## src/rtl/vend_pkg.sv

```systemverilog
package vend_pkg;
  localparam int unsigned CREDIT_W = 2;

  typedef enum logic [CREDIT_W-1:0] {
    CR_0C  = 2'b00,
    CR_5C  = 2'b01,
    CR_10C = 2'b10,
    CR_15C = 2'b11
  } credit_t;

  typedef struct packed {
    logic nickel;
    logic dime;
  } coin_t;
endpackage

```

## src/rtl/vend_coin_filter.sv

```systemverilog
module vend_coin_filter
  import vend_pkg::*;
(
  input  logic  nickel_raw,
  input  logic  dime_raw,
  output coin_t coin
);
  // a simultaneous pair is resolved in favour of the dime
  always_comb begin
    coin.dime   = dime_raw;
    coin.nickel = nickel_raw & ~dime_raw;
  end
endmodule

```

## src/rtl/vend_next_state.sv

```systemverilog
module vend_next_state
  import vend_pkg::*;
(
  input  credit_t cur,
  input  coin_t   coin,
  output credit_t nxt
);
  logic q1, q0, n, d, d1, d0;

  always_comb begin
    q1 = cur[1];
    q0 = cur[0];
    n  = coin.nickel;
    d  = coin.dime;
    d1 = q1 | d | (q0 & n);
    d0 = (n & ~q0) | (q0 & ~n) | (q1 & n) | (q1 & d);
    nxt = credit_t'({d1, d0});
  end
endmodule

```

## src/rtl/vend_state_reg.sv

```systemverilog
module vend_state_reg
  import vend_pkg::*;
(
  input  logic    clk,
  input  logic    rst,
  input  credit_t nxt,
  output credit_t cur
);
  always_ff @(posedge clk) begin
    if (rst) cur <= CR_0C;
    else     cur <= nxt;
  end
endmodule

```

## src/rtl/vend_release_decode.sv

```systemverilog
module vend_release_decode
  import vend_pkg::*;
(
  input  logic    rst,
  input  credit_t cur,
  input  coin_t   coin,
  output logic    paid_state,
  output logic    paid_now
);
  always_comb begin
    paid_state = cur[1] & cur[0];
    paid_now   = ~rst & ((cur[1] & cur[0])
                       | (coin.dime & (cur[1] | cur[0]))
                       | (coin.nickel & cur[1]));
  end
endmodule

```

## src/rtl/coin_vend_ctrl.sv

```systemverilog
module coin_vend_ctrl
  import vend_pkg::*;
(
  input  logic                clk,
  input  logic                rst,
  input  logic                nickel_i,
  input  logic                dime_i,
  output logic [CREDIT_W-1:0] credit_o,
  output logic                paid_state_o,
  output logic                paid_now_o
);
  coin_t   coin;
  credit_t cur, nxt;

  vend_coin_filter u_filter (
    .nickel_raw (nickel_i),
    .dime_raw   (dime_i),
    .coin       (coin)
  );

  vend_next_state u_next (
    .cur  (cur),
    .coin (coin),
    .nxt  (nxt)
  );

  vend_state_reg u_reg (
    .clk (clk),
    .rst (rst),
    .nxt (nxt),
    .cur (cur)
  );

  vend_release_decode u_dec (
    .rst        (rst),
    .cur        (cur),
    .coin       (coin),
    .paid_state (paid_state_o),
    .paid_now   (paid_now_o)
  );

  assign credit_o = cur;
endmodule

```

## config.mk

```make
export PLATFORM = sky130hd
export DESIGN_NAME = coin_vend_ctrl
export DESIGN_NICKNAME = d
export VERILOG_FILES = /design/src/rtl/vend_pkg.sv /design/src/rtl/vend_coin_filter.sv /design/src/rtl/vend_next_state.sv /design/src/rtl/vend_state_reg.sv /design/src/rtl/vend_release_decode.sv /design/src/rtl/coin_vend_ctrl.sv
export SDC_FILE = /design/constraint.sdc
export NUM_CORES = 1
export LEC_CHECK = 0
export ABC_AREA = 1
export BUFFER_PORTS_ARGS = -buffer_cell sky130_fd_sc_hd__buf_2
export CORE_AREA = 2 2 39 41
export CTS_BUF_LIST = sky130_fd_sc_hd__clkbuf_8
export DETAILED_ROUTE_END_ITERATION = 8
export DIE_AREA = 0 0 41 43
export HOLD_SLACK_MARGIN = 0.1
export PLACE_DENSITY_LB_ADDON = 0.1
export SLEW_MARGIN = 25
export SYNTH_ARGS = -nofsm -noshare
export SYNTH_HDL_FRONTEND = slang
export SYNTH_HIERARCHICAL = 1
export SYNTH_SLANG_ARGS = --single-unit
```

## constraint.sdc

```tcl
create_clock -name clk -period 2.1 [get_ports clk]
set_clock_uncertainty 0.05 [all_clocks]
set_input_delay 0.105 -clock clk [delete_from_list [all_inputs] [get_ports clk]]
set_output_delay 0.105 -clock clk [all_outputs]
set_load 0.02 [all_outputs]
```

==> reports/results.tsv <==
stage	metric	value	unit
status	status	finished, final reports clean	
die	die height	43	microns
die	Die W	41	microns
yosys	Synth warnings	6	
yosys	register area share after synthesis	24.06	%
worst_setup_path	critical path launch point	u_reg/cur[1]	
finish	number of fill cells	176	
timing	Pins Over Slew Limit	0	
timing	Final Critical Period	1.208	ns
drt	First-pass DRT Iterations	2	
clock_tree	Root Driver	clkbuf_8	
die	row count	14	
power_and_ir_drop	total design power	0.2348	mW
drt	drt initial violations	1	
timing	Least-Margin Pin Slew	0.2105	ns
power_and_ir_drop	sequential power share	20.0	%
worst_setup_path	CP Capture Type	primary output	
drt	Via-to-Cell Ratio	3.365	
die	I/O Pins	8	
clock_tree	worst-case clock buffer depth	2	
timing	fmax	0.8276	GHz
finish	final core utilization	18.08	%
power_and_ir_drop	share of power burned in combinational logic	17.3	%
finish	Most flops, register	u_reg/cur	
place	Port-buffer cells	7	
finish	area delta synth->final	50.38	%
die	die footprint	0.001763	sq mm
clock_tree	CTS Sinks	2	
power_and_ir_drop	Worst IR Drop VDD	0.2808	mV
worst_setup_path	CP max stage delay	0.42	ns
clock_tree	clock slew at reported path FFs	0.03	ns
timing	# setup viols final	0	
die	initial core utilization	12.03	%
worst_setup_path	crit start category	flop	
timing	worst rel slew slack	85.95	%
power_and_ir_drop	Clk pwr share	62.7	%
grt	largest net degree at the start of global routing	8	
grt	first-pass GRT wire length	510	microns
grt	grt total ovfl	0	
worst_setup_path	Critical Path Fanout Max	7	
timing	crit share post-route	57.54	%
yosys	Syn Nets	33	
min_path	Hold Path Class	in2reg	
clock_tree	Num CTS Buffers	3	
yosys	Syn Inst Count	28	
clock_tree	CTS resizes	0	
worst_setup_path	worst r2r src	u_reg/cur[0]	
drt	drt drc	0	
grt	vias in the first global route	164	
drt	WL per Instance	6.327	microns
clock_tree	CTS tree	built	
drt	total length of routed wires	329	microns
place	hpwl dp	284.5	microns
finish	area of the multi-input gates	77.57	sq um
power_and_ir_drop	Switching Power	0.05511	mW
clock_tree	htree depth	1	
run	max-cap viol count	0	
grt	initial antenna violation count	0	
yosys	Yosys reg bits	2	
place	GP Congestion	0.5652	
power_and_ir_drop	Lkg Pwr	0.1564	nW
timing	Fin. Hold Viols	0	
clock_tree	Worst-Skew Late Latency	0.21	ns
finish	nets	43	
power_and_ir_drop	power density over the cells	938.4	mW/mm^2
finish	Ant. Diodes	0	
finish	max reg flops	2	
finish	FF+latch area	40.04	sq um
clock_tree	setup bufs post-CTS	0	
worst_setup_path	Crit-path slowest cell	dfxtp_1	
finish	fraction of layout cells with a size suffix above 1	33.33	%
yosys	Avg Inst Size Synth	5.943	sq um
worst_setup_path	kind of critical path	reg2out	
die	area of the core	0.001384	sq mm
drt	routed via count	175	
drt	post-route ant nets	0	
grt	All-Layer GR Usage	4.810	%
yosys	synth unique cells	8	
finish	biggest regs	u_reg/cur: 2 flops	
worst_setup_path	worst-path cell chain	nand2_1, nand2_1, nor2_1, nor2_1, buf_2	
power_and_ir_drop	sw frac	23.47	%
worst_setup_path	Required @ worst endpoint	1.95	ns
worst_setup_path	CP arrival	1.05	ns
timing	RSZ-0062 raised after global routing	no	
yosys	Cell Area, Synth	166.4	sq um
min_path	hold_sp	dime_i	
timing	final setup TNS	0	ns
power_and_ir_drop	cell-internal power	0.1797	mW
worst paths after layout:
kind / end / slack [ns] / cells past startpoint
worst max-delay path: paid_now_o / 0.89 / 5
worst min-delay path: u_reg/cur[1] / 0.20 / 5
worst max register to register: u_reg/cur[0] / 1.13 / 5
worst min register to register: u_reg/cur[1] / 0.58 / 4
kinds of logic (layout without fill, tap and decap cells):
group | Yosys count | after routing | synth area share, %
fa+ha+maj | 1 | 1 | 7.518
buf+inv | 10 | 18 | 29.33
flops | 2 | 2 | 24.06
simple gates | 15 | 15 | 39.10
routing by layer:
metal / GRT usage, % / wire [microns] / vias up
li1: - / - / 93
met2: 6.875 / 161 / 4
met1: 3.514 / 133 / 78
met5: 0 / 0 / -
met4: 6.000 / 0 / 0
met3: 3.141 / 34 / 0
metrics by stage:
stage | worst slack, ns | cell area, sq um | hold slack (ns) | cells
4_1_cts | 0.8796 | 250.2 | 0.1991 | 52
6_report | 0.8917 | 250.2 | 0.1989 | 52
3_5_place_dp | 1.100 | 198.9 | 0.2641 | 48
3_3_place_gp | 1.080 | 198.9 | 0.2528 | 48
2_1_floorplan | 0.9078 | 166.4 | 0.1262 | 28
5_1_grt | 0.8032 | 250.2 | 0.2335 | 52
critical path: cells and delay by family (launching register included):
family	cells	cell delay [ns]
buffers and inverters	1	0.16
DFF	1	0.42
and+or+nand+nor	4	0.27
cells in the final DEF (no fill, tap or decap):
cell,n
nand2_1,6
buf_2,7
nand3_2,1
nor2_1,7
nor2_2,1
clkbuf_8,3
dlygate4sd3_1,1
ha_1,1
inv_1,7
dfxtp_1,2
layout make-up:
class	instances	area share (%)
Tap cell	16	8.000
Timing Repair Buffer	8	18.00
Sequential cell	2	16.00
Inverter	7	10.50
Multi-Input combinational cell	16	31.00
Clock buffer	3	16.50
power groups by stage:
| stage | Clock (mW) | Sequential (mW) | Combinational, mW |
|---|---|---|---|
| floorplan | 0 | 0.0514 | 0.0304 |
| global placement | 0 | 0.0477 | 0.0407 |
| detailed placement | 0 | 0.0474 | 0.0403 |
| CTS | 0.153 | 0.0470 | 0.0419 |
| global route | 0.158 | 0.0474 | 0.0464 |
| finish | 0.147 | 0.0469 | 0.0407 |
timing repair:
| action | in CTS | in global routing |
|---|---|---|
| hold buffers | 1 | 0 |
| endpoints found under the hold margin | 2 | 0 |
| endpoints found under the setup margin | 0 | 0 |
synth_stat cells:
library cell  n  area (sq um)
nand3_2       1         10.01
dfxtp_1       2         40.04
buf_4         3         22.52
nor2_1        7         26.28
inv_1         7         26.28
ha_1          1         12.51
nor2_2        1         6.260
nand2_1       6         22.52
Note: power is estimated with default switching activity, not from simulation.
